File: config.mk
export PLATFORM = sky130hd
export DESIGN_NAME = nextpc_unit
export DESIGN_NICKNAME = d
export VERILOG_FILES = /design/src/rtl/nextpc_pkg.sv /design/src/rtl/nextpc_imm.sv /design/src/rtl/nextpc_cmp.sv /design/src/rtl/nextpc_unit.sv
export SDC_FILE = /design/constraint.sdc
export NUM_CORES = 1
export LEC_CHECK = 0
export BUFFER_PORTS_ARGS = -buffer_cell sky130_fd_sc_hd__buf_2
export CORE_ASPECT_RATIO = 2
export CORE_MARGIN = 2
export CORE_UTILIZATION = 30
export DETAILED_ROUTE_END_ITERATION = 16
export PLACE_DENSITY_LB_ADDON = 0.15
export SLEW_MARGIN = 10
export SYNTH_ARGS = -nofsm -noshare
export SYNTH_HDL_FRONTEND = slang
export SYNTH_SLANG_ARGS = --single-unit
File: constraint.sdc
create_clock -name vclk -period 5.1
set_input_delay 0.51 -clock vclk [all_inputs]
set_output_delay 0.51 -clock vclk [all_outputs]
set_load 0.01 [all_outputs]
File: src/rtl/nextpc_pkg.sv
package nextpc_pkg;
  localparam logic [6:0] OPC_BRANCH = 7'b1100011;
  localparam logic [6:0] OPC_JAL    = 7'b1101111;
  localparam logic [6:0] OPC_JALR   = 7'b1100111;

  typedef enum logic [2:0] {
    CND_EQ   = 3'b000,
    CND_NE   = 3'b001,
    CND_RSV2 = 3'b010,
    CND_RSV3 = 3'b011,
    CND_LT   = 3'b100,
    CND_GE   = 3'b101,
    CND_LTU  = 3'b110,
    CND_GEU  = 3'b111
  } cond_e;

  typedef enum logic [1:0] {
    FK_SEQ,
    FK_BRANCH,
    FK_JAL,
    FK_JALR
  } flow_kind_e;

  typedef struct packed {
    logic eq;
    logic lt;
    logic ltu;
  } cmp_flags_t;
endpackage

File: src/rtl/nextpc_imm.sv
module nextpc_imm #(
  parameter int XLEN = 32
) (
  input  logic [31:7]     inst_hi,
  output logic [XLEN-1:0] imm_b,
  output logic [XLEN-1:0] imm_j,
  output logic [XLEN-1:0] imm_i
);
  localparam int BW = 13;
  localparam int JW = 21;
  localparam int IW = 12;

  logic [BW-1:0] raw_b;
  logic [JW-1:0] raw_j;
  logic [IW-1:0] raw_i;

  assign raw_b = {inst_hi[31], inst_hi[7], inst_hi[30:25], inst_hi[11:8], 1'b0};
  assign raw_j = {inst_hi[31], inst_hi[19:12], inst_hi[20], inst_hi[30:21], 1'b0};
  assign raw_i = inst_hi[31:20];

  assign imm_b = {{(XLEN-BW){raw_b[BW-1]}}, raw_b};
  assign imm_j = {{(XLEN-JW){raw_j[JW-1]}}, raw_j};
  assign imm_i = {{(XLEN-IW){raw_i[IW-1]}}, raw_i};
endmodule

File: src/rtl/nextpc_cmp.sv
module nextpc_cmp
  import nextpc_pkg::*;
#(
  parameter int XLEN       = 32,
  parameter bit SHARED_SUB = 1'b1
) (
  input  logic [XLEN-1:0] a,
  input  logic [XLEN-1:0] b,
  output cmp_flags_t      flags
);
  localparam int MSB = XLEN - 1;

  assign flags.eq = (a == b);

  generate
    if (SHARED_SUB) begin : g_sub
      logic [XLEN:0] diff;
      assign diff = {1'b0, a} - {1'b0, b};
      assign flags.ltu = diff[XLEN];
      assign flags.lt  = (a[MSB] ^ b[MSB]) ? a[MSB] : diff[XLEN];
    end else begin : g_direct
      assign flags.ltu = (a < b);
      assign flags.lt  = ($signed(a) < $signed(b));
    end
  endgenerate
endmodule

File: src/rtl/nextpc_unit.sv
module nextpc_unit
  import nextpc_pkg::*;
#(
  parameter int XLEN       = 32,
  parameter bit SHARED_SUB = 1'b1
) (
  input  logic [XLEN-1:0] pc_i,
  input  logic [31:0]     inst_i,
  input  logic [XLEN-1:0] rs1_val_i,
  input  logic [XLEN-1:0] rs2_val_i,
  output logic [XLEN-1:0] next_pc_o,
  output logic            taken_o,
  output logic [XLEN-1:0] link_val_o,
  output logic            link_we_o
);
  localparam logic [XLEN-1:0] STEP = XLEN'(4);

  flow_kind_e      kind;
  cond_e           cond;
  cmp_flags_t      flags;
  logic            cond_true;
  logic [XLEN-1:0] imm_b, imm_j, imm_i;
  logic [XLEN-1:0] base, offs, sum, target, pc_plus4;

  always_comb begin
    unique case (inst_i[6:0])
      OPC_BRANCH: kind = FK_BRANCH;
      OPC_JAL:    kind = FK_JAL;
      OPC_JALR:   kind = FK_JALR;
      default:    kind = FK_SEQ;
    endcase
  end

  assign cond = cond_e'(inst_i[14:12]);

  nextpc_imm #(.XLEN(XLEN)) u_imm (
    .inst_hi (inst_i[31:7]),
    .imm_b   (imm_b),
    .imm_j   (imm_j),
    .imm_i   (imm_i)
  );

  nextpc_cmp #(.XLEN(XLEN), .SHARED_SUB(SHARED_SUB)) u_cmp (
    .a     (rs1_val_i),
    .b     (rs2_val_i),
    .flags (flags)
  );

  always_comb begin
    unique case (cond)
      CND_EQ:  cond_true = flags.eq;
      CND_NE:  cond_true = !flags.eq;
      CND_LT:  cond_true = flags.lt;
      CND_GE:  cond_true = !flags.lt;
      CND_LTU: cond_true = flags.ltu;
      CND_GEU: cond_true = !flags.ltu;
      default: cond_true = 1'b0;
    endcase
  end

  // One adder serves all three target forms
  always_comb begin
    base = pc_i;
    offs = imm_b;
    unique case (kind)
      FK_JAL:  offs = imm_j;
      FK_JALR: begin
        base = rs1_val_i;
        offs = imm_i;
      end
      default: offs = imm_b;
    endcase
  end

  assign sum      = base + offs;
  assign target   = (kind == FK_JALR) ? {sum[XLEN-1:1], 1'b0} : sum;
  assign pc_plus4 = pc_i + STEP;

  always_comb begin
    unique case (kind)
      FK_JAL, FK_JALR: taken_o = 1'b1;
      FK_BRANCH:       taken_o = cond_true;
      default:         taken_o = 1'b0;
    endcase
  end

  assign next_pc_o  = taken_o ? target : pc_plus4;
  assign link_val_o = pc_plus4;
  assign link_we_o  = ((kind == FK_JAL) || (kind == FK_JALR)) && (inst_i[11:7] != 5'd0);
endmodule

Word level (Yosys, flattened, before mapping)
Cells that the tools add are included.
{"block": "classes", "n_addsub": 3, "eq_ne": 12, "mux": 8, "bitwise_logic": 1, "reduce_logical": 8}
{"operator": "2-to-1 mux 32 bit", "count": 2}
{"operator": "case mux 20 bit (2 select lines)", "count": 1}
{"operator": "subtractor 32 x 32 -> 33 bit", "count": 1}
{"operator": "adder 32 x 3 -> 32 bit (second input constant)", "count": 1}
{"operator": "adder 32 bit", "count": 1}
{"operator": "== test 32 bit", "count": 1}
{"operator": "== test 7 bit (second input constant)", "count": 3}
{"operator": "== test 3 bit (second input constant)", "count": 4}
{"operator": "case mux 1 bit (6 select lines)", "count": 1}
{"operator": "case mux 2 bit (3 select lines)", "count": 1}
{"operator": "nonzero test 5 bit", "count": 1}
{"operator": "== test 2 bit (second input constant)", "count": 2}
{"operator": "== test 3 x 1 -> 1 bit (second input constant)", "count": 1}
{"operator": "zero test 1 bit", "count": 3}
{"operator": "zero test 3 bit", "count": 1}
{"operator": "== test 2 x 1 -> 1 bit (second input constant)", "count": 1}
{"operator": "2-to-1 mux 1 bit", "count": 2}
{"operator": "case mux 1 bit (2 select lines)", "count": 1}
{"operator": "OR reduction 2 bit", "count": 1}
{"operator": "logical AND 1 bit", "count": 1}
{"operator": "logical OR 1 bit", "count": 1}
{"operator": "bitwise XOR 1 bit", "count": 1}
{"block": "word_totals", "reg_bits": 0, "inputBits": 128, "output_inout_bits": 66, "word_cells": 32}

Depth between registers and ports, before layout
Gate-level depths: netlist of run 1.
{"block": "depth", "depth_word": 7, "mapped_depth": 20, "depth_no_buf": 17}

Modules after synthesis
A second synthesis of run 1 with hierarchy kept.
{"block": "hier_totals", "hier_cells": 775, "area_unflattened_um2": 5270.1}
{"module": "nextpc_unit", "n_inst": 1, "cells_per_inst": 558, "area_per_inst_um2": 3702.3, "seq_area_each_um2": 0.0}
{"module": "nextpc_cmp", "n_inst": 1, "cells_per_inst": 120, "area_per_inst_um2": 843.3, "seq_area_each_um2": 0.0}
{"module": "nextpc_imm", "n_inst": 1, "cells_per_inst": 97, "area_per_inst_um2": 724.4, "seq_area_each_um2": 0.0}

Worst setup path after synthesis of run 1
No wires, ideal clock.
{"block": "synth_path", "path_type": "input-to-output", "startpoint": "input port inst_i[5]", "endpoint": "output port next_pc_o[20]", "t_arrival_ns": 3.967, "t_required_ns": 4.590, "setup_slack_ns": 0.623, "path_stages": 20, "path_buffers": 3, "cell_sequence": "nand3_1 nor3b_2 and2_1 clkbuf_1 nand2b_1 buf_2 buf_1 nand2_1 o21ai_0 ha_1 fa_1 a211oi_1 o21ai_1 a31oi_1 o21ai_2 o21ai_0 a21o_1 mux2_2 nand3_1 a21oi_1"}
{"block": "synth_between", "elab_chain_cells": 6, "elab_cells_between_ends": 13, "cone_classes": "1 x add/sub; 6 x eq/ne; 5 x mux; 1 x reduce/logical"}
{"element": "start: declaration", "line_no": "nextpc_unit.sv:8", "rtl": "input logic [31:0] inst_i,"}
{"element": "== test 7 bit", "line_no": "nextpc_unit.sv:26", "rtl": "unique case (inst_i[6:0])"}
{"element": "case mux 2 bit (3 select lines) *", "line_no": "nextpc_unit.sv:26"}
{"element": "== test 2 bit", "line_no": "nextpc_unit.sv:65, nextpc_unit.sv:80"}
{"element": "case mux 20 bit (2 select lines) (tied with other cells)", "line_no": "nextpc_unit.sv:65", "rtl": "unique case (kind)"}
{"element": "adder 32 bit or case mux 1 bit (2 select lines) (tied branches)", "line_no": "nextpc_unit.sv:75, nextpc_unit.sv:80"}
{"element": "2-to-1 mux 32 bit *", "line_no": "nextpc_unit.sv:87", "rtl": "assign next_pc_o = taken_o ? target : pc_plus4;"}
{"element": "end: declaration", "line_no": "nextpc_unit.sv:11", "rtl": "output logic [XLEN-1:0] next_pc_o,"}
Every way passes the cells marked *; elsewhere a longest branch is shown, timed or not.

Worst setup path in the final report of run 1
{"block": "layout_path", "startpoint": "input port inst_i[5]", "endpoint": "output port next_pc_o[26]"}
The elaborated chain is that of the path after synthesis.

==> results of run 1 <==
[area by class of cell]
type               count  area [um2]  area share (%)
inverters             48         180            3.46
multi-input cells    509        3770            72.5
well taps            155         194            3.73
repair buffers       204        1060            20.3
[critical path, stage by stage]
cell and delay, ns:
buf_2 0.08, nand3_1 0.08, nor3b_2 0.26, and2_1 0.20, nand2b_2 0.15, buf_4 0.23
mux2_2 0.30, ha_1 0.39, a21oi_1 0.33, o21ai_1 0.12, a21o_1 0.21, a221o_1 0.38
a31oi_4 0.19, o21ai_1 0.16, o311ai_1 0.34, mux2_2 0.21, buf_2 0.12
[synth_stat cells (2+ instances only)]
cell       n
o21ai_2    2
nand3_1   22
and4_1     6
buf_2      7
a211oi_1   5
o21ai_0   27
mux2i_1    4
nor3_1    10
o311ai_0   2
nand3b_1   2
nand2b_1   9
nand4_1   16
a21o_1    13
clkbuf_1   7
and3_1     7
a211o_1    2
a21oi_1   57
xnor2_1   36
buf_1      3
ha_1      64
buf_4      5
o21bai_1   6
inv_1     48
o211ai_1   5
a31oi_1    6
o21ai_1    5
nor2b_1    4
mux2_2    42
nor2_1    45
nand2_1   51
xor2_1    17
a31o_2     8
a21boi_0   3
o311ai_1   2
o21a_1     4
[metal layers]
layer | GRT usage [%] | wire length, um | share of wire (%)
met5 | 0 | 0 | 0
met3 | 1.02 | 672 | 4.1
met4 | 4.76 | 417 | 2.5
met2 | 46.1 | 9770 | 59
met1 | 20.6 | 5620 | 34
[stage by stage]
step / area [um2] / hold WS (ns)
6_report: 5200 / 1.26
5_1_grt: 5200 / 1.27
4_1_cts: 5200 / 1.26
3_5_place_dp: 5200 / 1.26
3_3_place_gp: 5200 / 1.27
2_1_floorplan: 4060 / 1.06
[path summary, 6_finish.rpt]
path | startpoint | endpoint | slack [ns] | cells after the start
worst min-delay path | pc_i[0] | link_val_o[0] | 1.26 | 2
worst max-delay path | inst_i[5] | next_pc_o[26] | 0.30 | 17
[power groups by stage]
stage | clock network [W] | registers (W) | logic, W
after CTS | 0 | 0 | 0.000514
after global routing | 0 | 0 | 0.000565
after global placement | 0 | 0 | 0.000507
after detailed placement | 0 | 0 | 0.000510
after floorplan | 0 | 0 | 0.000317
final | 0 | 0 | 0.000511
[cell families (layout without fill, tap and decap cells)]
group,Yosys count,after routing,synth area share (%)
AOI/OAI and AO/OA,161,161,25.7
xor gates and xnor gates,53,53,11.4
adders and majority gates,65,65,20.2
buffers and inverters,70,252,7.15
muxes,46,46,12.6
and+or+nand+nor,184,184,22.8
==> impl_metrics.env, run 1 <==
export IMPL_fillers=1499
export IMPL_drc=0
export IMPL_die_y_um=168
export IMPL_finish_utilization_pct=38.9
export IMPL_nets=956
export IMPL_synth_avg_cell_area_um2=7.01
export IMPL_pre_cts_slack_ns=0.296
export IMPL_syn_inst=579
export IMPL_fmax_mhz=208
export IMPL_p_leak_nw=2.63
export IMPL_regArea_um2=0
export IMPL_overflow=0
export IMPL_synth_largest_area_cell="ha_1"
export IMPL_core_um2=13400
export IMPL_power_frac_comb_pct=100.0
export IMPL_setup_violations=0
export IMPL_power_total_w=0.000511
export IMPL_power_density_nw_per_um2=98.1
export IMPL_wl_per_cell_um=18.0
export IMPL_gp_congestion=0.898
export IMPL_ctsResizeCount=0
export IMPL_worstPathRequired_ns=4.59
export IMPL_rsz0062_at_grt="false"
export IMPL_via_per_inst=5.42
export IMPL_maxCapViolCount=0
export IMPL_synth_top_area_share_pct=19.7
export IMPL_grt_pass1_vias=5028
export IMPL_seqPwrFrac_pct=0
export IMPL_min_period_over_period_pct=94.2
export IMPL_p_sw_share_pct=56.3
export IMPL_mostFrequentLayoutCell="buf_2"
export IMPL_p_clk_share_pct=0
export IMPL_peakVddDrop_v=0.0000434
export IMPL_worst_pin_slew_ns=0.544
export IMPL_fp_dieArea_um2=14500
export IMPL_synth_warnings=0
export IMPL_postCtsHoldBufs=0
export IMPL_grt_use_total_pct=21.2
export IMPL_synth_seq_area_share_pct=0
export IMPL_critPathMaxFanout=11
export IMPL_die_w_um=86.3
export IMPL_n_antenna_cell=0
export IMPL_synthesis_area_um2=4060
export IMPL_start_kind="primary input"
export IMPL_status="complete, no violations"
export IMPL_grt_max_degree=38
export IMPL_grt_antenna_before_repair=0
export IMPL_finalWirelength_mm=16.5
export IMPL_dp_cells=916
export IMPL_post_cts_setup_buffers=0
export IMPL_first_pass_iters=5
export IMPL_tns_ns=0
export IMPL_timing_final_crit_period_ns=4.80
export IMPL_layout_common_cells="buf_2 (194), ha_1 (64), a21oi_1 (57), nand2_1 (51), inv_1 (48)"
export IMPL_crit_type="in -> out"
export IMPL_synth_distinct_cells=62
export IMPL_internal_power_w=0.000223
export IMPL_fin_cells=916
export IMPL_finalMaxSlewViolations=0
export IMPL_finalHoldViolations=0
export IMPL_endpoint_kind="output pin"
export IMPL_drtAntennaViolNets=0
export IMPL_port_buffer_count=194
export IMPL_drive_gt1_share_pct=35.2
export IMPL_worst_slack_ns=0.298
export IMPL_vias=4968
export IMPL_area_delta_synth_final_pct=28.2
export IMPL_flops_and_latches=0
export IMPL_hold_path_class="in -> out"
export IMPL_clkbuf_count=0
export IMPL_first_iter_violations=154
export IMPL_netlist_top_cells_area="ha_1 (20%), mux2_2 (12%), xnor2_1 (7.8%)"
export IMPL_hpwl_mm=14.6
export IMPL_cp_arrival_ns=4.29
export IMPL_rows=60
export IMPL_syn_nets=772
export IMPL_io_pins=194
export IMPL_slew_limit_headroom_pct=63.7
export IMPL_start_util_pct=30.4
export IMPL_grt_pass1_wl_mm=24.7
export IMPL_netSwitchingPower_w=0.000287
Note: power is estimated with default switching activity, not from simulation.
==> run 2, diff against run 1 <==
--- a/config.mk
+++ b/config.mk
@@ -8,7 +8,7 @@
 export BUFFER_PORTS_ARGS = -buffer_cell sky130_fd_sc_hd__buf_2
 export CORE_ASPECT_RATIO = 2
 export CORE_MARGIN = 2
-export CORE_UTILIZATION = 30
+export CORE_UTILIZATION = 50
 export DETAILED_ROUTE_END_ITERATION = 16
 export PLACE_DENSITY_LB_ADDON = 0.15
 export SLEW_MARGIN = 10
==> constraint.sdc (replaced) <==
create_clock -name vclk -period 5.8
set_input_delay 0.58 -clock vclk [all_inputs]
set_output_delay 0.58 -clock vclk [all_outputs]
set_load 0.01 [all_outputs]
==> impl_metrics.env, run 2 (synthesis gave the netlist of run 1 again) <==
export IMPL_wl_per_cell_um=17.0
export IMPL_rows=46
export IMPL_final_area_um2=5070
export IMPL_internal_power_w=0.000192
export IMPL_crit_type="in -> out"
export IMPL_core_um2=7890
export IMPL_first_iter_violations=271
export IMPL_min_period_over_period_pct=89.6
export IMPL_critPathMaxFanout=23
export IMPL_io_pins=194
export IMPL_setup_violations=0
export IMPL_drc=0
export IMPL_hold_path_class="in -> out"
export IMPL_overflow=0
export IMPL_slew_limit_headroom_pct=59.4
export IMPL_hold_slack_ns=1.38
export IMPL_vias=5020
export IMPL_first_pass_iters=5
export IMPL_grt_pass1_wl_mm=22.7
export IMPL_status="complete, no violations"
export IMPL_hpwl_mm=12.7
export IMPL_worst_slack_ns=0.603
export IMPL_fmax_mhz=192
export IMPL_netSwitchingPower_w=0.000244
export IMPL_gp_congestion=0.963
export IMPL_post_cts_setup_buffers=0
export IMPL_die_w_um=67.7
export IMPL_start_kind="primary input"
export IMPL_multi_input_area_um2=3770
export IMPL_grt_max_degree=30
export IMPL_flops_and_latches=0
export IMPL_port_buffer_count=194
export IMPL_regArea_um2=0
export IMPL_finalMaxSlewViolations=0
export IMPL_mostFrequentLayoutCell="buf_2"
export IMPL_rsz0062_at_grt="false"
export IMPL_n_antenna_cell=0
export IMPL_cp_arrival_ns=4.62
export IMPL_fillers=765
export IMPL_die_y_um=131
export IMPL_clkbuf_count=0
export IMPL_endpoint_kind="output pin"
export IMPL_grt_use_total_pct=32.0
export IMPL_drive_gt1_share_pct=34.5
export IMPL_finalHoldViolations=0
export IMPL_grt_pass1_vias=5027
export IMPL_power_density_nw_per_um2=85.9
export IMPL_area_delta_synth_final_pct=25.0
export IMPL_peakVddDrop_v=0.0000428
export IMPL_seqPwrFrac_pct=0
export IMPL_via_per_inst=5.91
export IMPL_grt_antenna_before_repair=0
export IMPL_layout_common_cells="buf_2 (194), ha_1 (64), a21oi_1 (57), nand2_1 (51), inv_1 (48)"
export IMPL_postCtsHoldBufs=0
export IMPL_tns_ns=0
export IMPL_maxCapViolCount=0
export IMPL_start_util_pct=51.5
export IMPL_worstPathRequired_ns=5.22
export IMPL_p_clk_share_pct=0
export IMPL_fp_dieArea_um2=8900
export IMPL_p_sw_share_pct=55.9
export IMPL_finalWirelength_mm=14.4
export IMPL_place_area_um2=5070
export IMPL_worst_pin_slew_ns=0.608
export IMPL_pre_cts_slack_ns=0.625
export IMPL_nets=949
export IMPL_timing_final_crit_period_ns=5.20
export IMPL_drtAntennaViolNets=0
export IMPL_finish_utilization_pct=64.4
export IMPL_ctsResizeCount=0
export IMPL_p_leak_nw=2.60
export IMPL_power_frac_comb_pct=100.0
[run 2: layout make-up]
| cell class | count | area share [%] |
|---|---|---|
| well taps | 96 | 2.37 |
| repair buffers | 197 | 19.8 |
| multi-input cells | 509 | 74.3 |
| inverters | 48 | 3.55 |
[run 2: through the flow]
stage	cells	total power, W
finish	850	0.000436
global route	850	0.000483
CTS	850	0.000433
detailed placement	850	0.000430
global placement	850	0.000422
floorplan	579	0.000279
[run 2: worst max-delay path, stage by stage]
cell and delay [ns]:
buf_2 0.09, nand3_1 0.11, nor3b_2 0.07, and2_1 0.17, nand2b_1 0.41, buf_4 0.43, mux2_2 0.39, ha_1 0.38
a21oi_1 0.30, o21ai_1 0.12, a21o_1 0.20, a221o_1 0.37, a31oi_4 0.19, o21ai_1 0.15, nand4_1 0.12, o311ai_1 0.10
mux2_2 0.28, buf_2 0.14
[run 2: final timing paths]
path / from / slack, ns / endpoint / cells past startpoint
worst min-delay path: pc_i[1] / 1.38 / link_val_o[1] / 2
worst max-delay path: inst_i[1] / 0.60 / next_pc_o[26] / 18
[run 2: metal layers]
metal | track usage [%] | vias to the layer above | share of wire, % | wire, um
met2 | 63.8 | 229 | 56 | 8040
met3 | 2.31 | 63 | 5.6 | 803
met4 | 15.9 | 0 | 5.8 | 839
met1 | 29.6 | 2261 | 33 | 4740
li1 | - | 2467 | - | -
met5 | 0 | - | 0 | 0
[run 2: power by group through the flow]
| stage | sequential, W | combinational (W) | clock (W) |
|---|---|---|---|
| 6_report | 0 | 0.000436 | 0 |
| 3_3_place_gp | 0 | 0.000422 | 0 |
| 2_1_floorplan | 0 | 0.000279 | 0 |
| 4_1_cts | 0 | 0.000433 | 0 |
| 5_1_grt | 0 | 0.000483 | 0 |
| 3_5_place_dp | 0 | 0.000430 | 0 |
